===== src/rtl/sgf_pkg.sv =====
package sgf_pkg;

  typedef enum logic [1:0] {
    VS_IDLE   = 2'd0,
    VS_WAIT   = 2'd1,
    VS_SPEC   = 2'd2,
    VS_ACTIVE = 2'd3
  } vc_state_e;

  localparam int unsigned POLICY_ANY_REQ = 0;
  localparam int unsigned POLICY_OUT_REQ = 1;
  localparam int unsigned POLICY_OUT_GNT = 2;

  localparam int unsigned STATE_W = 2;

endpackage


===== src/rtl/sgf_conflict.sv =====
module sgf_conflict #(
  parameter int unsigned NUM_IN  = 4,
  parameter int unsigned NUM_OUT = 4,
  parameter int unsigned OW      = 2,
  parameter int unsigned MODE    = 0
) (
  input  logic [NUM_IN-1:0]    ns_gnt_vld,
  input  logic [NUM_IN*OW-1:0] ns_gnt_out,
  input  logic [NUM_OUT-1:0]   ns_req_out,
  output logic [NUM_OUT-1:0]   kill
);
  import sgf_pkg::*;

  generate
    if (MODE == POLICY_ANY_REQ) begin : g_any
      assign kill = {NUM_OUT{|ns_req_out}};
    end else if (MODE == POLICY_OUT_REQ) begin : g_req
      assign kill = ns_req_out;
    end else if (MODE == POLICY_OUT_GNT) begin : g_gnt
      logic [NUM_OUT-1:0] taken;
      always_comb begin
        taken = '0;
        for (int i = 0; i < NUM_IN; i++) begin
          if (ns_gnt_vld[i]) taken[ns_gnt_out[i*OW +: OW]] = 1'b1;
        end
      end
      assign kill = taken;
    end else begin : g_bad
      assign kill = '1;
      initial $error("sgf_conflict: filter policy %0d is not supported", MODE);
    end
  endgenerate

endmodule


===== src/rtl/sgf_lane.sv =====
module sgf_lane #(
  parameter int unsigned NUM_OUT = 4,
  parameter int unsigned NUM_VC  = 2,
  parameter int unsigned OW      = 2,
  parameter int unsigned VW      = 1
) (
  input  logic                  hold_vld,
  input  logic [OW-1:0]         hold_out,
  input  logic [VW-1:0]         hold_vc,
  input  logic                  ns_vld,
  input  logic [OW-1:0]         ns_out,
  input  logic [VW-1:0]         ns_vc,
  input  logic                  sp_vld,
  input  logic [OW-1:0]         sp_out,
  input  logic [VW-1:0]         sp_vc,
  input  logic [NUM_OUT-1:0]    kill,
  input  logic [NUM_VC*2-1:0]   st,
  input  logic [NUM_VC*OW-1:0]  route,
  input  logic [NUM_VC-1:0]     room,
  output logic                  go,
  output logic [OW-1:0]         go_out,
  output logic [VW-1:0]         go_vc,
  output logic                  fail
);
  import sgf_pkg::*;

  logic          src_vld;
  logic          src_spec;
  logic [OW-1:0] sel_out;
  logic [VW-1:0] sel_vc;
  vc_state_e     sel_st;
  logic [OW-1:0] sel_route;
  logic          sel_room;
  logic          vc_ok;

  // source priority: hold, then non-speculative, then surviving speculative
  always_comb begin
    src_vld  = 1'b0;
    src_spec = 1'b0;
    sel_out  = '0;
    sel_vc   = '0;
    if (hold_vld) begin
      src_vld = 1'b1;
      sel_out = hold_out;
      sel_vc  = hold_vc;
    end else if (ns_vld) begin
      src_vld = 1'b1;
      sel_out = ns_out;
      sel_vc  = ns_vc;
    end else if (sp_vld && !kill[sp_out]) begin
      src_vld  = 1'b1;
      src_spec = 1'b1;
      sel_out  = sp_out;
      sel_vc   = sp_vc;
    end
  end

  always_comb begin
    sel_st    = vc_state_e'(st[sel_vc*2 +: 2]);
    sel_route = route[sel_vc*OW +: OW];
    sel_room  = room[sel_vc];
    vc_ok     = ((sel_st == VS_SPEC) || (sel_st == VS_ACTIVE)) && (sel_route == sel_out);
  end

  assign go     = src_vld && vc_ok && sel_room;
  assign go_out = sel_out;
  assign go_vc  = sel_vc;
  assign fail   = src_vld && src_spec && !vc_ok;

endmodule


===== src/rtl/sgf_promote.sv =====
module sgf_promote #(
  parameter int unsigned NUM_IN = 4,
  parameter int unsigned NUM_VC = 2
) (
  input  logic [NUM_IN*NUM_VC*2-1:0] st,
  output logic [NUM_IN*NUM_VC-1:0]   spec_mask
);
  import sgf_pkg::*;

  localparam int unsigned NVC = NUM_IN * NUM_VC;

  generate
    for (genvar k = 0; k < NVC; k++) begin : g_vc
      assign spec_mask[k] = (vc_state_e'(st[k*2 +: 2]) == VS_SPEC);
    end
  endgenerate

endmodule


===== src/rtl/spec_grant_filter.sv =====
module spec_grant_filter #(
  parameter int unsigned NUM_IN      = 4,
  parameter int unsigned NUM_OUT     = 4,
  parameter int unsigned NUM_VC      = 2,
  parameter int unsigned FILTER_MODE = 0,
  localparam int unsigned OW = (NUM_OUT > 1) ? $clog2(NUM_OUT) : 1,
  localparam int unsigned VW = (NUM_VC > 1) ? $clog2(NUM_VC) : 1
) (
  input  logic                         clk,
  input  logic                         rst,
  input  logic [NUM_IN-1:0]            ns_gnt_vld,
  input  logic [NUM_IN*OW-1:0]         ns_gnt_out,
  input  logic [NUM_IN*VW-1:0]         ns_gnt_vc,
  input  logic [NUM_IN-1:0]            sp_gnt_vld,
  input  logic [NUM_IN*OW-1:0]         sp_gnt_out,
  input  logic [NUM_IN*VW-1:0]         sp_gnt_vc,
  input  logic [NUM_OUT-1:0]           ns_req_out,
  input  logic [NUM_IN-1:0]            hold_vld,
  input  logic [NUM_IN*OW-1:0]         hold_out,
  input  logic [NUM_IN*VW-1:0]         hold_vc,
  input  logic [NUM_IN*NUM_VC*2-1:0]   vc_state,
  input  logic [NUM_IN*NUM_VC*OW-1:0]  vc_route,
  input  logic [NUM_IN*NUM_VC-1:0]     vc_room,
  output logic [NUM_IN-1:0]            fwd_vld,
  output logic [NUM_IN*OW-1:0]         fwd_out,
  output logic [NUM_IN*VW-1:0]         fwd_vc,
  output logic [NUM_IN-1:0]            spec_fail,
  output logic [NUM_IN*NUM_VC-1:0]     promote
);
  import sgf_pkg::*;

  localparam int unsigned NVC = NUM_IN * NUM_VC;

  logic [NUM_OUT-1:0]   kill;
  logic [NUM_IN-1:0]    go_n;
  logic [NUM_IN*OW-1:0] go_out_n;
  logic [NUM_IN*VW-1:0] go_vc_n;
  logic [NUM_IN-1:0]    fail_n;
  logic [NVC-1:0]       spec_mask;

  sgf_conflict #(
    .NUM_IN (NUM_IN),
    .NUM_OUT(NUM_OUT),
    .OW     (OW),
    .MODE   (FILTER_MODE)
  ) u_conflict (
    .ns_gnt_vld(ns_gnt_vld),
    .ns_gnt_out(ns_gnt_out),
    .ns_req_out(ns_req_out),
    .kill      (kill)
  );

  generate
    for (genvar i = 0; i < NUM_IN; i++) begin : g_lane
      sgf_lane #(
        .NUM_OUT(NUM_OUT),
        .NUM_VC (NUM_VC),
        .OW     (OW),
        .VW     (VW)
      ) u_lane (
        .hold_vld(hold_vld[i]),
        .hold_out(hold_out[i*OW +: OW]),
        .hold_vc (hold_vc[i*VW +: VW]),
        .ns_vld  (ns_gnt_vld[i]),
        .ns_out  (ns_gnt_out[i*OW +: OW]),
        .ns_vc   (ns_gnt_vc[i*VW +: VW]),
        .sp_vld  (sp_gnt_vld[i]),
        .sp_out  (sp_gnt_out[i*OW +: OW]),
        .sp_vc   (sp_gnt_vc[i*VW +: VW]),
        .kill    (kill),
        .st      (vc_state[i*NUM_VC*2 +: NUM_VC*2]),
        .route   (vc_route[i*NUM_VC*OW +: NUM_VC*OW]),
        .room    (vc_room[i*NUM_VC +: NUM_VC]),
        .go      (go_n[i]),
        .go_out  (go_out_n[i*OW +: OW]),
        .go_vc   (go_vc_n[i*VW +: VW]),
        .fail    (fail_n[i])
      );
    end
  endgenerate

  sgf_promote #(
    .NUM_IN(NUM_IN),
    .NUM_VC(NUM_VC)
  ) u_promote (
    .st       (vc_state),
    .spec_mask(spec_mask)
  );

  always_ff @(posedge clk) begin
    if (rst) begin
      fwd_vld   <= '0;
      fwd_out   <= '0;
      fwd_vc    <= '0;
      spec_fail <= '0;
      promote   <= '0;
    end else begin
      fwd_vld   <= go_n;
      fwd_out   <= go_out_n;
      fwd_vc    <= go_vc_n;
      spec_fail <= fail_n;
      promote   <= spec_mask;
    end
  end

  // ---------------- assertions ----------------
  p_reset_quiet_r1: assert property (@(posedge clk)
    rst |=> (fwd_vld == '0 && spec_fail == '0 && promote == '0));

  p_fail_excl_r6: assert property (@(posedge clk) disable iff (rst)
    (fwd_vld & spec_fail) == '0);

  p_promote_track_r8: assert property (@(posedge clk) disable iff (rst)
    !$past(rst) |-> (promote == $past(spec_mask)));

  logic [NUM_IN-1:0] out_hit [NUM_OUT];
  always_comb begin
    for (int o = 0; o < NUM_OUT; o++) begin
      for (int i = 0; i < NUM_IN; i++) begin
        out_hit[o][i] = fwd_vld[i] && (fwd_out[i*OW +: OW] == OW'(o));
      end
    end
  end

  generate
    for (genvar o = 0; o < NUM_OUT; o++) begin : g_out_chk
      p_one_per_out_r10: assert property (@(posedge clk) disable iff (rst)
        $onehot0(out_hit[o]));
    end
    for (genvar i = 0; i < NUM_IN; i++) begin : g_in_chk
      p_hold_path_r9: assert property (@(posedge clk) disable iff (rst)
        (!$past(rst) && $past(hold_vld[i]) && fwd_vld[i]) |->
          (fwd_out[i*OW +: OW] == $past(hold_out[i*OW +: OW]) &&
           fwd_vc[i*VW +: VW] == $past(hold_vc[i*VW +: VW])));
      p_ns_first_r2: assert property (@(posedge clk) disable iff (rst)
        (!$past(rst) && !$past(hold_vld[i]) && $past(ns_gnt_vld[i])) |->
          (!spec_fail[i] && (!fwd_vld[i] ||
           fwd_out[i*OW +: OW] == $past(ns_gnt_out[i*OW +: OW]))));
    end
  endgenerate

endmodule


===== config.mk =====
export PLATFORM = sky130hd
export DESIGN_NAME = spec_grant_filter
export DESIGN_NICKNAME = d
export VERILOG_FILES = /design/src/rtl/sgf_pkg.sv /design/src/rtl/sgf_conflict.sv /design/src/rtl/sgf_lane.sv /design/src/rtl/sgf_promote.sv /design/src/rtl/spec_grant_filter.sv
export SDC_FILE = /design/constraint.sdc
export NUM_CORES = 1
export LEC_CHECK = 0
export BUFFER_PORTS_ARGS = -buffer_cell sky130_fd_sc_hd__buf_2
export CAP_MARGIN = 20
export CELL_PAD_IN_SITES_DETAIL_PLACEMENT = 1
export CELL_PAD_IN_SITES_GLOBAL_PLACEMENT = 1
export CORE_ASPECT_RATIO = 0.75
export CORE_UTILIZATION = 24
export DETAILED_ROUTE_END_ITERATION = 16
export GPL_TIMING_DRIVEN = 0
export PLACE_DENSITY_LB_ADDON = 0.1
export REMOVE_ABC_BUFFERS = 1
export SLEW_MARGIN = 20
export SYNTH_ARGS = -nofsm -noshare
export SYNTH_HDL_FRONTEND = slang
export SYNTH_SLANG_ARGS = --single-unit

===== constraint.sdc =====
create_clock -name clk -period 1.8 [get_ports clk]
set_input_delay 0.09 -clock clk [delete_from_list [all_inputs] [get_ports clk]]
set_output_delay 0.09 -clock clk [all_outputs]
set_load 0.03 [all_outputs]

; ---- Yosys cells after proc, flatten, opt, wreduce, memory -nomap -nowiden
; Index checks and enable logic that the tools add are counted.
[op_classes]
order_cmp = 8
eq_ne = 20
shift = 8
n_mux = 60
n_reduce_logical = 37
[ops]
columns = operator, n
row1 = 1-bit 2-to-1 mux, 44
row2 = "2-bit == test, second input constant", 16
row3 = 4-bit by 3-bit indexed part select with 2-bit output, 8
row4 = 1-bit logical AND, 24
row5 = 2-bit 2-to-1 mux, 12
row6 = "2-bit by 3-bit < comparator with 1-bit output, second input constant", 4
row7 = 1-bit binary-select mux with 2-bit select, 4
row8 = 2-bit == test, 4
row9 = 1-bit logical NOT, 8
row10 = "1-bit by 2-bit < comparator with 1-bit output, second input constant", 4
row11 = 1-bit logical OR, 4
row12 = 4-bit OR reduction, 1
[totals]
register_bits = 28
in_bits = 94
out_inout_bits = 28
word_cells = 138

; ---- Logic depth before layout (Yosys ltp)
; Gate-level depths: netlist (run 1).
[logic_depth]
depth_word = 14
depth_mapped = 7
depth_no_buf = 6

; ---- Cells and area by module
; A second synthesis (run 1) with hierarchy kept.
[hier_totals]
cells_unflattened = 270
hier_area_um2 = 2299.7
[by_module_without_submodules]
columns = mod, instances, cells_per_inst, area_each_um2, seq_area_each_um2
row1 = sgf_lane, 4, 50, 345.3, 0.0
row2 = spec_grant_filter, 1, 58, 778.2, 560.5
row3 = sgf_promote, 1, 8, 110.1, 0.0
row4 = sgf_conflict, 1, 4, 30.0, 0.0

; ---- Worst setup path before layout (run 1)
; OpenSTA, ideal clock, no wires.
[synth_timing]
path_type = input -> register
start = input ns_req_out[1]
end = register fwd_vld[2]
setup_ns = 0.116
arrival_time_ns = 1.721
t_required_ns = 1.684
slack_ns = -0.037
stages = 7
path_buffers = 1
path_cell_list = or4_1 > buf_2 > o31ai_4 > nand2_2 > and3_1 > a221o_1 > and3_1
[synth_between]
elab_chain_len = 14
elab_cells_between_ends = 25
classes_between = eq/ne: 3 / shift: 2 / mux: 13 / reduce/logical: 7
[synth_lines]
columns = item, line_no
row1 = from (decl), spec_grant_filter.sv:17  ; input logic [NUM_OUT-1:0] ns_req_out,
row2 = 4-bit OR reduction *, sgf_conflict.sv:16  ; assign kill = {NUM_OUT{|ns_req_out}};
row3 = 1-bit binary-select mux with 2-bit select *, sgf_lane.sv:50  ; end else if (sp_vld && !kill[sp_out]) begin
row4 = 1-bit 2-to-1 mux (not written as such) *, sgf_lane.sv:50
row5 = 1-bit logical NOT *, sgf_lane.sv:50
row6 = 1-bit logical AND *, sgf_lane.sv:50
row7 = 1-bit 2-to-1 mux, sgf_lane.sv:50
row8 = 1-bit 2-to-1 mux, sgf_lane.sv:46  ; end else if (ns_vld) begin
row9 = 1-bit 2-to-1 mux, sgf_lane.sv:42  ; if (hold_vld) begin
row10 = 4-bit by 3-bit indexed part select with 2-bit output, sgf_lane.sv:59  ; sel_st = vc_state_e'(st[sel_vc*2 +: 2]);
row11 = 2-bit == test, sgf_lane.sv:62  ; vc_ok = ((sel_st == VS_SPEC) || (sel_st == VS_ACTIVE)) && (sel_route == sel_out);
row12 = 1-bit logical OR, sgf_lane.sv:62
row13 = 1-bit logical AND, sgf_lane.sv:62
row14 = 1-bit logical AND, sgf_lane.sv:65  ; assign go = src_vld && vc_ok && sel_room;
row15 = 1-bit logical AND *, sgf_lane.sv:65
row16 = to (signal assigned), spec_grant_filter.sv:98  ; fwd_vld <= go_n;
row17 = to (decl), spec_grant_filter.sv:24  ; output logic [NUM_IN-1:0] fwd_vld,
; Mark *: on every way between the ends. The rest lies on a longest branch, timed or not. The select of a mux whose other input is x is not followed.
; A chain may end at the register's enable or synchronous reset.

; ---- Worst setup path in the final report (run 1)
; Same ends and word-level chain as after synthesis.

==> impl_metrics.env, run 1 <==
export IMPL_p_leak_nw=1.15
export IMPL_fin_crit_ns=1.68
export IMPL_n_antenna_cell=0
export IMPL_clk_path_buf_depth=2
export IMPL_relSlewSlack_pct=63.2
export IMPL_end_kind="flip-flop"
export IMPL_crit_fanout=6
export IMPL_synth_seq_cells=28
export IMPL_hold_violations=0
export IMPL_overflow=0
export IMPL_placed_cell_area_um2=2210
export IMPL_drive_above_1_share_pct=43.5
export IMPL_ys_seq_area_share_pct=36.3
export IMPL_setup_viol=0
export IMPL_cp_arrival_ns=1.85
export IMPL_period_share_pct=93.2
export IMPL_clk_pin_slew_ns=0.10
export IMPL_finalInstanceArea_um2=2350
export IMPL_grt_pass1_vias=1819
export IMPL_ir_worst_vdd_uv=315
export IMPL_wl_per_cell_um=13.8
export IMPL_initial_utilization_pct=25.7
export IMPL_synthCells=180
export IMPL_viasPerCell=4.68
export IMPL_die_width_um=94.6
export IMPL_wl_um=5310
export IMPL_via_count=1798
export IMPL_ys_warn_count=0
export IMPL_synth_edf_count=0
export IMPL_ys_top_cells_by_area="dfxtp_1 36%, xor2_1 6.8%, a21oi_1 4.5%, nor2_1 4.1%, mux2i_1 3.9%"
export IMPL_required_ns=1.98
export IMPL_clkSinkCount=28
export IMPL_hpwlAfterDp_um=4250
export IMPL_gp_congestion=0.734
export IMPL_die_area_um2=6760
export IMPL_cts_tree="done"
export IMPL_dieHeight_um=71.4
export IMPL_syn2layout_area_growth_pct=52.6
export IMPL_syn_cell_area_um2=1540
export IMPL_synth_distinct_cells=46
export IMPL_nets=402
export IMPL_ys_flop_type="dfxtp_1"
export IMPL_synth_common_cells="28 x dfxtp_1, 17 x nor2_1, 15 x nand2_1"
export IMPL_dr_pass1_iters=4
export IMPL_num_rows=24
export IMPL_yosysTopAreaCellShare_pct=36.3
export IMPL_synth_most_common_cell="dfxtp_1"
export IMPL_drc_errors=0
export IMPL_fmax_mhz=596
export IMPL_ant_nets=0
export IMPL_syn_area_per_cell_um2=8.57
export IMPL_slew_viol_final=0
export IMPL_hp_class="in2reg"
export IMPL_netlist_top_cell_by_area="dfxtp_1"
export IMPL_cts_buffers=3
export IMPL_worst_setup_path_type="in2reg"
export IMPL_async_reset_ff_share_pct=0
export IMPL_finalPower_mw=1.41
export IMPL_drv_cap=0
export IMPL_io_buffers=121
export IMPL_power_density_nw_per_um2=597
export IMPL_coreArea_um2=6010
export IMPL_gr_usage_all_layers_pct=16.0
export IMPL_first_iter_violations=23
export IMPL_cts_htree_levels=1
export IMPL_grt_max_degree=29
export IMPL_rsz0062_at_grt="false"
export IMPL_io_pins=122
export IMPL_start_kind="input port"
export IMPL_grt_pass1_wl_um=8540
export IMPL_antenna_found_initial=0
export IMPL_status="finished, final reports clean"
export IMPL_cts_root_buf="clkbuf_8"
export IMPL_tightest_slew_ns=0.552
==> power breakdown <==
part | leakage (nW) | internal (mW) | switching [mW]
clock | 0.0216 | 0.150 | 0.187
combinational | 0.896 | 0.186 | 0.232
sequential | 0.230 | 0.646 | 0.00575
total | 1.15 | 0.982 | 0.424
==> flip-flops by register name, summed over array words and instances, names as in the netlist <==
name	flops
fwd_out	8
promote	8
fwd_vc	4
fwd_vld	4
spec_fail	4
==> through the flow <==
stage / hold WS, ns / TNS (ns) / instances / util [%] / worst slack, ns
after floorplan: 0.159 / -3.72 / 172 / - / -0.490
after global placement: 0.252 / -21.43 / 371 / 36.6 / -1.67
after detailed placement: 0.255 / -3.23 / 372 / 36.8 / -0.566
after CTS: 0.0754 / 0 / 384 / 39.2 / 0.0451
after global routing: 0.0669 / 0 / 384 / 39.2 / 0.0443
final: 0.0858 / 0 / 384 / 39.2 / 0.122
==> final timing paths <==
path	from	to	slack [ns]	cells past startpoint
max	ns_req_out[1]	fwd_vld[2]$_SDFF_PP0_	0.12	7
min	vc_state[9]	promote[4]$_SDFF_PP0_	0.09	2
==> kinds of logic after synthesis <==
logic type / Yosys count / share of synthesized area (%)
xor+xnor: 17 / 9.65
mux: 6 / 3.89
buf+inv: 12 / 3.89
simple gates: 69 / 24.7
flops: 28 / 36.3
compound gates: 48 / 21.5
==> per-layer routing <==
layer  global-route usage (%)  vias to the layer above  part of all wire, %
met5                        0                        -                    0
met4                     2.53                        0                 0.66
met3                     4.03                        2                  7.1
met2                     27.9                       62                   48
met1                     20.3                      821                   45
li1                         -                      913                    -
==> layout make-up <==
class / count / area, um2
fillers: 764 / 3650
inverters: 4 / 15.0
repair buffers: 131 / 698
clock buffers: 3 / 41.3
multi-input cells: 140 / 941
flip-flops and latches: 28 / 561
well taps: 78 / 97.6
==> worst max-delay path, cell delays in order <==
cell and delay, ns:
buf_2 0.12, or4_4 0.61, o31ai_4 0.26, nand2_2 0.11
and3_1 0.20, a221o_1 0.33, and3_1 0.14
==> timing repair <==
action                                  CTS  global route
setup buffers                             1             0
endpoints found under the setup margin    6             2
hold buffers                              8             0
endpoints found under the hold margin     8             0
pin swaps                                 1             1
resized for setup                         2             1
==> cells in the final DEF, fill, tap and decap left out, types with 2 or more instances in the layout <==
cell type / count
buf_2: 122
dfxtp_1: 28
nor2_1: 17
nand2_1: 15
a21oi_1: 14
xor2_1: 12
nor3b_1: 8
dlygate4sd3_1: 8
a211oi_1: 6
mux2i_1: 6
o21ai_0: 5
nand3_1: 5
xnor2_1: 5
nand4b_1: 4
inv_1: 4
and3_1: 4
o21ai_1: 3
clkbuf_8: 3
o31ai_1: 2
nand4_1: 2
nor2b_1: 2
a22oi_1: 2
a221o_1: 2
nor4_1: 2
a31oi_1: 2
a221oi_1: 2
No activity file was read; power rests on OpenSTA's default activity.
==> inputs of run 2 (changes only) <==
--- a/config.mk
+++ b/config.mk
@@ -14,6 +14,7 @@
 export DETAILED_ROUTE_END_ITERATION = 16
 export GPL_TIMING_DRIVEN = 0
 export PLACE_DENSITY_LB_ADDON = 0.1
+export RECOVER_POWER = 50
 export REMOVE_ABC_BUFFERS = 1
 export SLEW_MARGIN = 20
 export SYNTH_ARGS = -nofsm -noshare
==> run 2 against run 1 <==
  * Non-clock buffer count did not move
  * Combinational power fell by 1%
  * Sequential cell count did not move
  * Largest power group unchanged
  * First-iteration DRC count did not move
  * Setup slack barely moved
  * Largest cell class unchanged
  * Die area did not move
  * Sequential power barely moved
==> impl_metrics.env, run 2 (synthesis results as in run 1) <==
export IMPL_status="finished, final reports clean"
export IMPL_cts_htree_levels=1
export IMPL_n_antenna_cell=0
export IMPL_hold_path_endpoint="promote[4]$_SDFF_PP0_"
export IMPL_tightest_slew_ns=0.554
export IMPL_io_buffers=121
export IMPL_wl_um=5320
export IMPL_viasPerCell=4.68
export IMPL_overflow=0
export IMPL_crit_fanout=6
export IMPL_hpwlAfterDp_um=4250
export IMPL_fin_crit_ns=1.68
export IMPL_ir_worst_vdd_uv=316
export IMPL_grt_pass1_wl_um=8540
export IMPL_gp_congestion=0.734
export IMPL_drv_cap=0
export IMPL_hold_violations=0
export IMPL_die_width_um=94.6
export IMPL_syn2layout_area_growth_pct=50.9
export IMPL_clk_path_buf_depth=2
export IMPL_cts_root_buf="clkbuf_8"
export IMPL_multiInputGateArea_um2=941
export IMPL_dr_pass1_iters=4
export IMPL_required_ns=1.98
export IMPL_regArea_um2=561
export IMPL_first_iter_violations=23
export IMPL_utilization_pct=38.8
export IMPL_p_leak_nw=1.07
export IMPL_antenna_found_initial=0
export IMPL_cts_buffers=3
export IMPL_holdWs_ns=0.0861
export IMPL_drive_above_1_share_pct=36.9
export IMPL_fmax_mhz=596
export IMPL_setup_viol=0
export IMPL_mostFrequentLayoutCells="102 x buf_2, 28 x dfxtp_1, 20 x clkbuf_1"
export IMPL_slew_viol_final=0
export IMPL_die_area_um2=6760
export IMPL_min_delay_start="vc_state[9]"
export IMPL_power_density_nw_per_um2=602
export IMPL_end_kind="flip-flop"
export IMPL_worst_setup_path_type="in2reg"
export IMPL_initial_utilization_pct=25.7
export IMPL_clkSinkCount=28
export IMPL_wl_per_cell_um=13.9
export IMPL_fillerInstances=774
export IMPL_hp_class="in2reg"
export IMPL_ant_nets=0
export IMPL_num_rows=24
export IMPL_period_share_pct=93.2
export IMPL_grt_pass1_vias=1819
export IMPL_drc_errors=0
export IMPL_min_path_cells=2
export IMPL_nets=402
export IMPL_rsz0062_at_grt="false"
export IMPL_final_common_cell="buf_2"
export IMPL_coreArea_um2=6010
export IMPL_via_count=1796
export IMPL_start_kind="input port"
export IMPL_clk_pin_slew_ns=0.10
export IMPL_grt_max_degree=29
export IMPL_relSlewSlack_pct=63.1
export IMPL_dieHeight_um=71.4
export IMPL_finalSetupTns_ns=0
export IMPL_cp_arrival_ns=1.85
export IMPL_gr_usage_all_layers_pct=16.0
export IMPL_io_pins=122
export IMPL_cts_tree="done"
export IMPL_top_regs="fwd_out: 8 flops, promote: 8 flops"
[run 2: area by class of cell]
class	instances	area share, %
Multi-Input combinational cell	140	40.4
Tap cell	78	4.19
Inverter	4	0.645
Timing Repair Buffer	131	28.9
Clock buffer	3	1.77
Sequential cell	28	24.1
[run 2: routing by layer]
layer	global-route usage, %	vias up	part of all wire [%]
li1	-	914	-
met1	20.3	818	45
met2	27.9	62	47
met3	4.03	2	7.2
met4	2.53	0	0.66
met5	0	-	0
[run 2: worst max-delay path, stage by stage]
cell	delay, ns
buf_2	0.12
or4_4	0.61
o31ai_4	0.26
nand2_2	0.11
and3_1	0.20
a221o_1	0.33
and3_1	0.14
[run 2: timing repair]
item                                    4_1_cts  5_1_grt
buffers inserted                              1        0
hold buffers                                  8        0
resized for setup                             2        1
endpoints found under the hold margin         8        0
pin swaps                                     1        1
endpoints found under the setup margin        6        2
[run 2: metrics by stage]
stage                     cells  area [um2]  total power [mW]  setup WS (ns)
after floorplan             172        1500             0.870         -0.490
after global placement      371        2200              1.06          -1.67
after detailed placement    372        2210              1.07         -0.566
after CTS                   384        2350              1.44         0.0451
after global routing        384        2330              1.50         0.0443
final                       384        2330              1.40          0.122
[run 2: worst max-delay path by stage]
stage	start	endpoint	slack (ns)	cells after the start
after floorplan	ns_req_out[1]	spec_fail[1]$_SDFF_PP0_	-0.49	6
after global placement	ns_req_out[1]	spec_fail[1]$_SDFF_PP0_	-1.67	7
after detailed placement	ns_req_out[1]	spec_fail[1]$_SDFF_PP0_	-0.57	8
after CTS	ns_req_out[1]	fwd_vld[2]$_SDFF_PP0_	0.05	7
after global routing	ns_req_out[1]	fwd_vld[2]$_SDFF_PP0_	0.04	7
final	ns_req_out[1]	fwd_vld[2]$_SDFF_PP0_	0.12	7
[run 2: power by group]
group | internal (mW) | total, mW | switching [mW]
sequential | 0.646 | 0.652 | 0.00648
combinational | 0.180 | 0.412 | 0.232
clock | 0.150 | 0.337 | 0.187
total | 0.976 | 1.40 | 0.426
==> inputs of run 3 (changes only) <==
--- a/config.mk
+++ b/config.mk
@@ -10,7 +10,7 @@
 export CELL_PAD_IN_SITES_DETAIL_PLACEMENT = 1
 export CELL_PAD_IN_SITES_GLOBAL_PLACEMENT = 1
 export CORE_ASPECT_RATIO = 0.75
-export CORE_UTILIZATION = 24
+export CORE_UTILIZATION = 28
 export DETAILED_ROUTE_END_ITERATION = 16
 export GPL_TIMING_DRIVEN = 0
 export PLACE_DENSITY_LB_ADDON = 0.1
==> constraint.sdc (replaced) <==
create_clock -name clk -period 1.96 [get_ports clk]
set_input_delay 0.098 -clock clk [delete_from_list [all_inputs] [get_ports clk]]
set_output_delay 0.098 -clock clk [all_outputs]
set_load 0.03 [all_outputs]
==> run 3 against run 2 <==
  * Setup slack worse by 0.024 ns
  * Hold slack better by 0.0064 ns
  * Non-clock buffer count unchanged
==> impl_metrics.env, run 3 (synthesis results as in run 1) <==
export IMPL_via_count=1766
export IMPL_period_share_pct=95.0
export IMPL_ir_worst_vdd_uv=229
export IMPL_die_width_um=87.7
export IMPL_end_kind="flip-flop"
export IMPL_worst_setup_path_type="in2reg"
export IMPL_grt_pass1_wl_um=7590
export IMPL_ant_nets=0
export IMPL_first_iter_violations=34
export IMPL_mostFrequentLayoutCells="102 x buf_2, 28 x dfxtp_1, 20 x clkbuf_1"
export IMPL_cts_buffers=3
export IMPL_fmax_mhz=537
export IMPL_finalSetupTns_ns=0
export IMPL_fillerInstances=693
export IMPL_fin_crit_ns=1.86
export IMPL_drv_cap=0
export IMPL_wl_per_cell_um=13.0
export IMPL_final_common_cell="buf_2"
export IMPL_io_pins=122
export IMPL_cts_tree="done"
export IMPL_cp_arrival_ns=2.03
export IMPL_coreArea_um2=5320
export IMPL_clk_path_buf_depth=2
export IMPL_drc_errors=0
export IMPL_gp_congestion=0.753
export IMPL_setup_viol=0
export IMPL_slew_viol_final=0
export IMPL_gr_usage_all_layers_pct=17.0
export IMPL_p_leak_nw=1.06
export IMPL_max_stage_delay_ns=0.69
export IMPL_setup_slack_ns=0.0981
export IMPL_dr_pass1_iters=4
export IMPL_status="finished, final reports clean"
export IMPL_antenna_found_initial=0
export IMPL_io_buffers=121
export IMPL_cts_htree_levels=1
export IMPL_wl_um=4960
export IMPL_hp_class="in2reg"
export IMPL_viasPerCell=4.64
export IMPL_power_density_nw_per_um2=553
export IMPL_clkSinkCount=28
export IMPL_crit_top_cell="and3_1"
export IMPL_path_cells="buf_2 > or4_1 > o31ai_4 > nand2_2 > and3_1 > a221o_1 > and3_1"
export IMPL_syn2layout_area_growth_pct=49.9
export IMPL_n_antenna_cell=0
export IMPL_crit_path_top_delay_cell="or4_1"
export IMPL_drive_above_1_share_pct=36.6
export IMPL_crit_fanout=6
export IMPL_initial_utilization_pct=29.0
export IMPL_nets=402
export IMPL_hold_violations=0
export IMPL_required_ns=2.13
export IMPL_die_area_um2=5810
export IMPL_hpwlAfterDp_um=4020
export IMPL_overflow=0
export IMPL_relSlewSlack_pct=62.4
export IMPL_cts_root_buf="clkbuf_8"
export IMPL_dieHeight_um=66.3
export IMPL_pre_cts_slack_ns=-0.203
export IMPL_start_kind="input port"
export IMPL_num_rows=23
export IMPL_rsz0062_at_grt="false"
export IMPL_grt_max_degree=29
export IMPL_tightest_slew_ns=0.559
export IMPL_clk_pin_slew_ns=0.09
export IMPL_postCtsSetupRepairBufs=0
export IMPL_top_regs="fwd_out: 8 flops, promote: 8 flops"
export IMPL_grt_pass1_vias=1673
==> run 3: final cells by class <==
type                            instances  area [um2]  area share (%)
Multi-Input combinational cell        140         928            40.2
Sequential cell                        28         561            24.2
Tap cell                               75        93.8            4.06
Inverter                                4        15.0           0.649
Clock buffer                            3        41.3            1.79
Timing Repair Buffer                  131         673            29.1
==> run 3: routing by layer <==
metal | routed length, um | vias up | global-route usage, %
li1 | - | 918 | -
met5 | 0 | - | 0
met1 | 2270 | 782 | 21.4
met4 | 31 | 0 | 3.07
met2 | 2290 | 64 | 28.9
met3 | 371 | 2 | 4.62
==> run 3: critical path: cells and delay by family <==
kind	cells	cell delay [ns]
AND/OR/NAND/NOR	4	1.14
AO/OA/AOI/OAI	2	0.68
buffers and inverters	1	0.11
==> run 3: per-stage QoR <==
step / instances / power, mW / instance area, um2 / hold WS [ns] / util, %
2_1_floorplan: 172 / 0.799 / 1500 / 0.167 / -
3_3_place_gp: 368 / 0.971 / 2200 / 0.260 / 41.3
3_5_place_dp: 370 / 0.978 / 2220 / 0.264 / 41.6
4_1_cts: 381 / 1.30 / 2340 / 0.0827 / 43.9
5_1_grt: 381 / 1.37 / 2310 / 0.0787 / 43.4
6_report: 381 / 1.28 / 2310 / 0.0925 / 43.4
==> run 3: where the power goes <==
group	internal [mW]	switching (mW)
Sequential	0.593	0.00526
Clock	0.138	0.170
Combinational	0.165	0.208
==> run 3: worst paths after layout <==
kind / from / end / cells after the start
setup / recovery: ns_req_out[1] / fwd_vld[2]$_SDFF_PP0_ / 7
hold / removal: vc_state[5] / promote[2]$_SDFF_PP0_ / 2
==> run 3: timing repair <==
action,CTS,global route
setup endpoints to repair,0,0
hold buffers,8,0
resized for setup,0,0
endpoints found under the hold margin,8,0
